--- config.mk ---
export PLATFORM = sky130hd
export DESIGN_NAME = sflash_status_ctl
export DESIGN_NICKNAME = d
export VERILOG_FILES = /design/src/rtl/sfs_pkg.sv /design/src/rtl/sfs_region_map.sv /design/src/rtl/sfs_op_timer.sv /design/src/rtl/sfs_nv_bits.sv /design/src/rtl/sflash_status_ctl.sv
export SDC_FILE = /design/constraint.sdc
export NUM_CORES = 1
export LEC_CHECK = 0
export ABC_CLOCK_PERIOD_IN_PS = 6310
export BUFFER_PORTS_ARGS = -buffer_cell sky130_fd_sc_hd__clkbuf_2
export CAP_MARGIN = 20
export CORE_MARGIN = 2
export CORE_UTILIZATION = 37
export DETAILED_ROUTE_END_ITERATION = 6
export PLACE_DENSITY_LB_ADDON = 0.3
export SLEW_MARGIN = 20
export SYNTH_ARGS = -nofsm -noshare
export SYNTH_HDL_FRONTEND = slang
export SYNTH_SLANG_ARGS = --single-unit
--- constraint.sdc ---
create_clock -name clk -period 6.31 [get_ports clk]
set_input_delay 0.3155 -clock clk [delete_from_list [all_inputs] [get_ports clk]]
set_output_delay 0.3155 -clock clk [all_outputs]
set_load 0.005 [all_outputs]
--- src/rtl/sfs_pkg.sv ---
package sfs_pkg;

   typedef enum logic [2:0] {
      OP_NONE,
      OP_WRSR,
      OP_PP,
      OP_SE,
      OP_BE,
      OP_CE
   } op_kind_e;

   typedef struct packed {
      logic       srp;
      logic       tb;
      logic [1:0] bp;
   } nv_t;

   localparam nv_t NV_DEFAULT = '{srp: 1'b0, tb: 1'b0, bp: 2'b00};

   localparam int SR_BUSY = 0;
   localparam int SR_WEL  = 1;
   localparam int SR_BP0  = 2;
   localparam int SR_BP1  = 3;
   localparam int SR_TB   = 5;
   localparam int SR_SRP  = 7;

   function automatic logic [7:0] pack_status(nv_t nv, logic wel, logic busy);
      logic [7:0] s;
      s = 8'h00;
      s[SR_BUSY] = busy;
      s[SR_WEL]  = wel;
      s[SR_BP0]  = nv.bp[0];
      s[SR_BP1]  = nv.bp[1];
      s[SR_TB]   = nv.tb;
      s[SR_SRP]  = nv.srp;
      return s;
   endfunction

   function automatic nv_t unpack_nv(logic [7:0] b);
      nv_t n;
      n.srp = b[SR_SRP];
      n.tb  = b[SR_TB];
      n.bp  = {b[SR_BP1], b[SR_BP0]};
      return n;
   endfunction

endpackage

--- src/rtl/sfs_region_map.sv ---
module sfs_region_map #(
   parameter int ADDR_W    = 17,
   parameter int FRAC_LOG2 = 3
) (
   input  logic [1:0]        bp,
   input  logic              tb,
   input  logic [ADDR_W-1:0] addr,
   output logic              hit
);

   localparam int LO_BASE = ADDR_W - FRAC_LOG2;

   if (FRAC_LOG2 < 2 || FRAC_LOG2 >= ADDR_W) begin : g_bad_frac
      $error("sfs_region_map: FRAC_LOG2 must lie in [2, ADDR_W-1]");
   end

   logic [1:0] lvl_hit;

   // One level per non-trivial protect code: the region is the aligned
   // span whose address bits above LO are all ones (top) or all zeros (bottom).
   for (genvar k = 0; k < 2; k++) begin : g_lvl
      localparam int LO = LO_BASE + k;
      logic [ADDR_W-1-LO:0] upper;
      assign upper      = addr[ADDR_W-1:LO];
      assign lvl_hit[k] = tb ? ~|upper : &upper;
   end

   always_comb begin
      unique case (bp)
         2'd0:    hit = 1'b0;
         2'd1:    hit = lvl_hit[0];
         2'd2:    hit = lvl_hit[1];
         default: hit = 1'b1;
      endcase
   end

endmodule

--- src/rtl/sfs_op_timer.sv ---
module sfs_op_timer
   import sfs_pkg::*;
#(
   parameter int T_WRSR = 1500,
   parameter int T_PP   = 800,
   parameter int T_SE   = 30000,
   parameter int T_BE   = 150000,
   parameter int T_CE   = 600000
) (
   input  logic     clk,
   input  logic     rst_n,
   input  logic     start,
   input  op_kind_e op,
   output logic     busy,
   output logic     done
);

   localparam int M1    = (T_WRSR > T_PP) ? T_WRSR : T_PP;
   localparam int M2    = (M1 > T_SE) ? M1 : T_SE;
   localparam int M3    = (M2 > T_BE) ? M2 : T_BE;
   localparam int T_MAX = (M3 > T_CE) ? M3 : T_CE;
   localparam int CNT_W = (T_MAX > 1) ? $clog2(T_MAX) : 1;

   if (T_WRSR < 1 || T_PP < 1 || T_SE < 1 || T_BE < 1 || T_CE < 1) begin : g_bad_dur
      $error("sfs_op_timer: every duration must be at least one cycle");
   end

   logic [CNT_W-1:0] cnt;
   logic [CNT_W-1:0] load_val;

   always_comb begin
      unique case (op)
         OP_WRSR: load_val = CNT_W'(T_WRSR - 1);
         OP_PP:   load_val = CNT_W'(T_PP - 1);
         OP_SE:   load_val = CNT_W'(T_SE - 1);
         OP_BE:   load_val = CNT_W'(T_BE - 1);
         OP_CE:   load_val = CNT_W'(T_CE - 1);
         default: load_val = '0;
      endcase
   end

   always_ff @(posedge clk or negedge rst_n) begin
      if (!rst_n) begin
         busy <= 1'b0;
         cnt  <= '0;
      end else if (start) begin
         busy <= 1'b1;
         cnt  <= load_val;
      end else if (busy) begin
         if (cnt == '0) busy <= 1'b0;
         else           cnt  <= cnt - 1'b1;
      end
   end

   assign done = busy && (cnt == '0);

   // busy only falls after a completion cycle
   assert_fall_after_done_R6: assert property (@(posedge clk) disable iff (!rst_n)
      $fell(busy) |-> $past(done));

endmodule

--- src/rtl/sfs_nv_bits.sv ---
module sfs_nv_bits
   import sfs_pkg::*;
(
   input  logic clk,
   input  logic factory_rst,
   input  logic wr_en,
   input  nv_t  wr_val,
   output nv_t  q
);

   // Deliberately untouched by the power-up reset.
   always_ff @(posedge clk) begin
      if (factory_rst) q <= NV_DEFAULT;
      else if (wr_en)  q <= wr_val;
   end

endmodule

--- src/rtl/sflash_status_ctl.sv ---
module sflash_status_ctl
   import sfs_pkg::*;
#(
   parameter int ADDR_W    = 17,
   parameter int SECTOR_W  = 12,
   parameter int BLOCK_W   = 16,
   parameter int FRAC_LOG2 = 3,
   parameter int T_WRSR    = 1500,
   parameter int T_PP      = 800,
   parameter int T_SE      = 30000,
   parameter int T_BE      = 150000,
   parameter int T_CE      = 600000
) (
   input  logic              clk,
   input  logic              rst_n,
   input  logic              factory_rst,
   input  logic              wren_stb,
   input  logic              wrdi_stb,
   input  logic              rdsr_stb,
   input  logic              wrsr_stb,
   input  logic [7:0]        wrsr_byte,
   input  logic              prog_stb,
   input  logic              sec_erase_stb,
   input  logic              blk_erase_stb,
   input  logic              chip_erase_stb,
   input  logic [ADDR_W-1:0] op_addr,
   input  logic              wp_n,
   input  logic [ADDR_W-1:0] query_addr,
   output logic              query_prot,
   output logic [7:0]        status,
   output logic              rd_valid,
   output logic [7:0]        rd_byte
);

   localparam logic [ADDR_W-1:0] SEC_MASK = ADDR_W'((64'd1 << SECTOR_W) - 64'd1);
   localparam logic [ADDR_W-1:0] BLK_MASK = ADDR_W'((64'd1 << BLOCK_W) - 64'd1);
   localparam logic [ADDR_W-1:0] ALL_ONES = '1;

   if (SECTOR_W < 1 || SECTOR_W >= BLOCK_W || BLOCK_W > ADDR_W) begin : g_bad_geom
      $error("sflash_status_ctl: need 1 <= SECTOR_W < BLOCK_W <= ADDR_W");
   end

   logic     busy, done, wel, start;
   logic     do_wren, do_wrdi, accept_wrsr, accept_prog, span_prot;
   logic     pend_wrsr, pend_lock, nv_wr_en;
   nv_t      nv_q, pend_val;
   op_kind_e pick;
   logic [ADDR_W-1:0] span_lo, span_hi;

   // ---------------- command selection (fixed priority) ----------------
   always_comb begin
      pick = OP_NONE;
      if (!busy) begin
         if      (wrsr_stb)       pick = OP_WRSR;
         else if (prog_stb)       pick = OP_PP;
         else if (sec_erase_stb)  pick = OP_SE;
         else if (blk_erase_stb)  pick = OP_BE;
         else if (chip_erase_stb) pick = OP_CE;
      end
   end

   assign do_wrdi = !busy && (pick == OP_NONE) && wrdi_stb;
   assign do_wren = !busy && (pick == OP_NONE) && !wrdi_stb && wren_stb;

   // ---------------- span of the modifying operation ----------------
   always_comb begin
      unique case (pick)
         OP_SE: begin
            span_lo = op_addr & ~SEC_MASK;
            span_hi = op_addr | SEC_MASK;
         end
         OP_BE: begin
            span_lo = op_addr & ~BLK_MASK;
            span_hi = op_addr | BLK_MASK;
         end
         OP_CE: begin
            span_lo = '0;
            span_hi = ALL_ONES;
         end
         default: begin
            span_lo = op_addr;
            span_hi = op_addr;
         end
      endcase
   end

   // Region is anchored at one end of the array, so a span overlaps it
   // exactly when one of its end points lies inside.
   logic [2:0]        map_hit;
   logic [ADDR_W-1:0] map_addr [3];
   assign map_addr[0] = query_addr;
   assign map_addr[1] = span_lo;
   assign map_addr[2] = span_hi;

   for (genvar i = 0; i < 3; i++) begin : g_map
      sfs_region_map #(
         .ADDR_W   (ADDR_W),
         .FRAC_LOG2(FRAC_LOG2)
      ) u_map (
         .bp  (nv_q.bp),
         .tb  (nv_q.tb),
         .addr(map_addr[i]),
         .hit (map_hit[i])
      );
   end

   assign query_prot = map_hit[0];
   assign span_prot  = map_hit[1] | map_hit[2];

   assign accept_wrsr = (pick == OP_WRSR) && wel;
   assign accept_prog = (pick inside {OP_PP, OP_SE, OP_BE, OP_CE}) && wel && !span_prot;
   assign start       = accept_wrsr || accept_prog;

   // ---------------- operation timer ----------------
   sfs_op_timer #(
      .T_WRSR(T_WRSR),
      .T_PP  (T_PP),
      .T_SE  (T_SE),
      .T_BE  (T_BE),
      .T_CE  (T_CE)
   ) u_timer (
      .clk  (clk),
      .rst_n(rst_n),
      .start(start),
      .op   (pick),
      .busy (busy),
      .done (done)
   );

   // ---------------- pending status write ----------------
   always_ff @(posedge clk or negedge rst_n) begin
      if (!rst_n) begin
         pend_wrsr <= 1'b0;
         pend_lock <= 1'b0;
         pend_val  <= NV_DEFAULT;
      end else if (start) begin
         pend_wrsr <= accept_wrsr;
         pend_lock <= nv_q.srp && !wp_n;
         pend_val  <= unpack_nv(wrsr_byte);
      end
   end

   assign nv_wr_en = done && pend_wrsr && !pend_lock;

   sfs_nv_bits u_nv (
      .clk        (clk),
      .factory_rst(factory_rst),
      .wr_en      (nv_wr_en),
      .wr_val     (pend_val),
      .q          (nv_q)
   );

   // ---------------- write enable latch ----------------
   always_ff @(posedge clk or negedge rst_n) begin
      if (!rst_n)       wel <= 1'b0;
      else if (done)    wel <= 1'b0;
      else if (do_wrdi) wel <= 1'b0;
      else if (do_wren) wel <= 1'b1;
   end

   // ---------------- status output and read response ----------------
   assign status = pack_status(nv_q, wel, busy);

   always_ff @(posedge clk or negedge rst_n) begin
      if (!rst_n) begin
         rd_valid <= 1'b0;
         rd_byte  <= 8'h00;
      end else begin
         rd_valid <= rdsr_stb;
         if (rdsr_stb) rd_byte <= status;
      end
   end

   // ---------------- assertions ----------------
   assert_wren_sets_R3: assert property (@(posedge clk) disable iff (!rst_n)
      do_wren |=> wel);

   assert_done_clears_R6: assert property (@(posedge clk) disable iff (!rst_n)
      done |=> (!wel && !busy));

   assert_reject_idle_R7: assert property (@(posedge clk) disable iff (!rst_n)
      ((pick inside {OP_PP, OP_SE, OP_BE, OP_CE}) && (!wel || span_prot))
         |=> (!busy && (wel == $past(wel))));

   assert_busy_hold_R8: assert property (@(posedge clk) disable iff (!rst_n)
      (busy && !done) |=> (busy && (wel == $past(wel))));

   assert_no_restart_R8: assert property (@(posedge clk) disable iff (!rst_n)
      start |-> !busy);

   assert_lock_keeps_R5: assert property (@(posedge clk) disable iff (!rst_n)
      (done && pend_lock && !factory_rst) |=> (nv_q == $past(nv_q)));

   assert_read_resp_R9: assert property (@(posedge clk) disable iff (!rst_n)
      rdsr_stb |=> (rd_valid && (rd_byte == $past(status))));

   assert_bp_none_R10: assert property (@(posedge clk) disable iff (!rst_n)
      (nv_q.bp == 2'd0) |-> !query_prot);

   assert_bp_all_R10: assert property (@(posedge clk) disable iff (!rst_n)
      (nv_q.bp == 2'd3) |-> query_prot);

endmodule

; Word level (Yosys, flattened, before mapping)
; Cells that the tools add are included.
[classes]
mux = 27
n_eq_ne = 8
bitwise_logic = 1
add_sub_neg = 1
n_reduce_logical = 42
[op_table]
columns = operator, count
row1 = $pmux W17 S3, 2
row2 = $pmux W20 S5, 1
row3 = $mux W20, 3
row4 = $logic_not A20 Y1, 1
row5 = $sub A20 B1 Y20 const B, 1
row6 = $mux W3, 6
row7 = $mux W1, 12
row8 = $logic_and A1 B1 Y1, 11
row9 = $logic_not A1 Y1, 11
row10 = $pmux W1 S3, 3
row11 = $reduce_and A3 Y1, 3
row12 = $reduce_or A3 Y1, 3
row13 = $reduce_and A2 Y1, 4
row14 = $eq A3 B2 Y1 const B, 2
row15 = $eq A3 B3 Y1 const B, 2
row16 = $reduce_or A2 Y1, 3
row17 = $reduce_bool A4 Y1, 1
row18 = $eq A3 B1 Y1 const B, 1
row19 = $logic_not A3 Y1, 1
row20 = $reduce_bool A3 Y1, 1
row21 = $eq A2 B1 Y1 const B, 1
row22 = $eq A2 B2 Y1 const B, 1
row23 = $logic_not A2 Y1, 1
row24 = $ne A2 B2 Y1 const B, 1
row25 = other kinds (3), 3
[totals]
output_inout_bits = 18
ff_bits = 39
input_bits = 54

; Logic depth before layout (Yosys ltp)
[logic_depth]
depth_word = 18
depth_mapped = 8
mapped_depth_nobuf = 8

; By module
; Synthesis repeated with hierarchy kept, for this count alone.
[hier_totals]
hier_cells = 275
hier_area_um2 = 2497.4
[by_module_without_submodules]
columns = module, n_inst, seq_area_each_um2, cells_each, area_each_um2
row1 = sfs_op_timer, 1, 525.5, 152, 1328.8
row2 = sflash_status_ctl, 1, 350.3, 92, 900.9
row3 = sfs_nv_bits, 1, 80.1, 13, 140.1
row4 = sfs_region_map, 3, 0.0, 6, 42.5

; Worst setup path after synthesis
; OpenSTA, ideal clock, no wires.
[synth_timing]
path_kind = reg-to-reg
start = register u_timer.cnt[0]
end = register u_timer.cnt[5]
n_path_buf = 0
setup_time_ns = 0.077
required_ns = 6.233
stages_incl_launch_ff = 9
period_less_slack_ns = 2.141
arrival_time_ns = 2.064
slack_ns = 4.169
cell_sequence = dfrtp_1 > inv_1 > ha_1 > nor4b_1 > and4_1 > a21oi_2 > nand3_1 > mux2_2 > a21oi_1
[synth_between]
elab_chain_cells = 4
[synth_lines]
columns = element, line
row1 = start: declaration, sfs_op_timer.sv:28  ; logic [CNT_W-1:0] cnt;
row2 = start signal: assignment, sfs_op_timer.sv:48  ; cnt <= load_val;
row3 = start signal: assignment, sfs_op_timer.sv:51  ; else cnt <= cnt - 1'b1;
row4 = $sub A20 B1 Y20, sfs_op_timer.sv:51
row5 = $mux W20, sfs_op_timer.sv:50  ; if (cnt == '0) busy <= 1'b0;
row6 = $mux W20, sfs_op_timer.sv:49  ; end else if (busy) begin
row7 = $mux W20, sfs_op_timer.sv:46  ; end else if (start) begin
; Parallel ways exist; a longest one is shown, timed or not. The select of a mux whose other input is x is not followed.
; A chain may end at the register's enable or synchronous reset.

; Final worst setup path
; Same ends and word-level chain as after synthesis.

==> metrics <==
# placed instances 319; Setup crit end kind flop; top cells by count, synth 35 x dfrtp_1, 16 x nor2_1, 15 x nand2_1; critical path arrival 2.74 ns; area share of the largest cell type after synthesis 39.6%; Seq cells post-synth 39; clock-pin slew on the worst setup and hold paths 0.08 ns; sequential power share 51.8%; Reg2Reg Capture Point u_timer.cnt[5]$_DFFE_PN0P_; P_leak 1.08 nW; Sinks on Clock Net 39; non-filler instance count after layout 327; cts bufs inserted 5; wl on met1 2310 um; worst slack at placement 3.86 ns; uppermost layer routed met4; Syn Area/Cell 10.2 um2; mapped cell area 2210 um2; min cycle time layout 2.52 ns; Root Buffer Master clkbuf_8; status finished, final reports clean; Logic pwr share 7.4%; final WL 5070 um; WHS 0.136 ns; htree depth 2; nets@finish 306; initial antenna violation count 0; worst min path class input pin to async pin; vias in the first global route 1760; Filler cells 571; count leader, synth dfrtp_1; largest net degree at the start of global routing 36; Tot Pwr 528 uW; final setup TNS 0 ns; DR DRC count 0; Area Growth Syn to Fin 14.2%; Rows 28; Avg Vias per Cell 5.39; CTS tree done; first-pass GRT wire length 8520 um; Cell variety after synth 61; total grt overflow 0; unrepaired setup endpoints after global routing no; Yosys top cell by area dfrtp_1; Least-Margin Pin Slew 0.895 ns; DRT antenna net count 0; final number of setup-violating endpoints 0; WS Path Type flop to flop; Die Y 81.3 um; Synth Warn # 0; routability-driven placement congestion ratio 0.854; P_sw 120 uW; share of layout cells above drive strength 1 29.0%; Achievable Freq 398 MHz; Routed WL per cell 15.5 um; Post-DP HPWL 3640 um; Max IR drop VDD 0.000113 V; met2 WL post-DR 2440 um; final cycle utilization of the critical path 39.9%; # IOs 72; Initial Util 37.8%; Sw Ratio 22.7%; Slowest-stage cell, CP nor4b_1; Inserted Diodes 0; Core ar. 5850 um2; Internal Power 409 uW; WP data required 6.53 ns; Worst R2R Setup Slack 3.79 ns; initial drt markers 83; Max-Cap Viols 0; clock power share 40.8%; Final Hold Vio Count 0; P per Cell Area 209 nW/um2; DR WL met3 274 um; startpoint types flop; critical-path cell list inv_1 -> ha_1 -> nor4b_1 -> and4_1 -> a21oi_2 -> nand3_1 -> mux2_2 -> a21oi_1; postcts setup bufs 0; ys flop type dfrtp_1; Die Wd 81.3 um; final worst slack 3.79 ns; Multi-input gate area 1160 um2; delay-heaviest family, CP simple AND/OR/NAND/NOR gates; register area 956 um2; Layout Skew 0.00541 ns; final slew viol count 0; Max-slew headroom 40.3%; Critical Path Fanout Max 7; Post-synth EDFFs 0; length of the first detailed-routing pass in iterations 4; I/O Buffers 35; register area share after synthesis 43.2%; CTS Hold Bufs 0; Synth area leaders dfrtp_1 40%, mux2_2 5.1%, dfxtp_1 3.6%; cell count after synthesis 217; WP buf/inv 1; asr flop ratio synth 89.7%; Worst R2R Path Depth 8; Bufs on Longest Clock Path 2; FF-to-FF Start u_timer.cnt[0]$_DFFE_PN0P_; full die area 6610 um2; max incr delay on CP 0.62 ns; DR vias 1763; CTS resizes 0; clk_lat worst skew 0.29 ns; GRT Overall Usage 17.0%
## worst max path at each step
stage                               start                          to  slack [ns]  depth (start not counted)
4_1_cts        u_timer.cnt[0]$_DFFE_PN0P_  u_timer.cnt[5]$_DFFE_PN0P_        3.83                          8
2_1_floorplan  u_timer.cnt[0]$_DFFE_PN0P_  u_timer.cnt[5]$_DFFE_PN0P_        4.17                          8
5_1_grt        u_timer.cnt[0]$_DFFE_PN0P_  u_timer.cnt[5]$_DFFE_PN0P_        3.62                          8
3_3_place_gp   u_timer.cnt[0]$_DFFE_PN0P_  u_timer.cnt[5]$_DFFE_PN0P_        3.85                          8
3_5_place_dp   u_timer.cnt[0]$_DFFE_PN0P_  u_timer.cnt[5]$_DFFE_PN0P_        3.86                          8
6_report       u_timer.cnt[0]$_DFFE_PN0P_  u_timer.cnt[5]$_DFFE_PN0P_        3.79                          8
## cell usage in the layout, fill, tap and decap left out, types with 2 or more instances in the layout
cell type	synthesis	layout
o21ai_1	2	2
nor4b_1	2	2
conb_1	1	4
nor3_1	7	7
xor2_1	6	6
and4_1	2	2
nor2b_1	2	2
o211ai_1	7	7
xnor2_1	7	7
clkbuf_2	0	35
nand3_1	7	7
a211oi_1	2	2
inv_1	5	5
nor4_1	11	11
mux2i_1	7	7
dfxtp_1	4	4
mux2_2	10	10
nand2_1	15	15
and3_1	3	3
dfrtp_1	35	35
nor2_1	16	16
o21ai_0	8	8
nand3b_1	3	3
clkbuf_8	0	6
a21oi_1	8	8
nand2b_1	2	2
or3_1	2	2
## cells by family (layout without fill, tap and decap cells)
logic type,count (synthesis),after routing,share of synthesized area [%]
adders and majority gates,1,1,0.566
DFF,39,39,43.2
other,1,4,0.170
AOI/OAI and AO/OA,43,43,14.4
muxes,18,18,8.77
and+or+nand+nor,86,86,23.1
xor gates and xnor gates,13,13,5.15
buffers and inverters,16,48,4.64
## area by class of cell
class                      instances  share of cell area, %
clock buffer                       6                   3.27
clock inverter                     2                   1.39
inverter                           5                  0.743
multi-input combinational        165                   46.1
sequential                        39                   37.9
tap                               75                   3.72
timing repair buffer              35                   6.94
## registers in the layout (all words and copies together), names as in the netlist
register      flops
u_timer.cnt      20
rd_byte           6
pend_val          4
u_nv.q            4
pend_lock         1
pend_wrsr         1
rd_valid          1
u_timer.busy      1
wel               1
## layer usage
metal	GRT usage, %	up-vias
li1	-	864
met1	21.7	838
met2	28.2	57
met3	4.89	4
met4	4.58	0
met5	0	-
## power by group through the flow
stage / logic (mW) / registers [mW] / clock network, mW
final: 0.0391 / 0.274 / 0.216
after global routing: 0.0447 / 0.276 / 0.233
after CTS: 0.0398 / 0.273 / 0.222
after detailed placement: 0.0395 / 0.279 / 0
after global placement: 0.0388 / 0.278 / 0
after floorplan: 0.0254 / 0.275 / 0
## metrics by stage
step | util, % | cell area, um2
3_3_place_gp | 41.1 | 2410
4_1_cts | 43.2 | 2520
5_1_grt | 43.2 | 2520
3_5_place_dp | 41.1 | 2410
2_1_floorplan | - | 2220
6_report | 43.2 | 2520
Note: power is estimated with default switching activity, not from simulation.
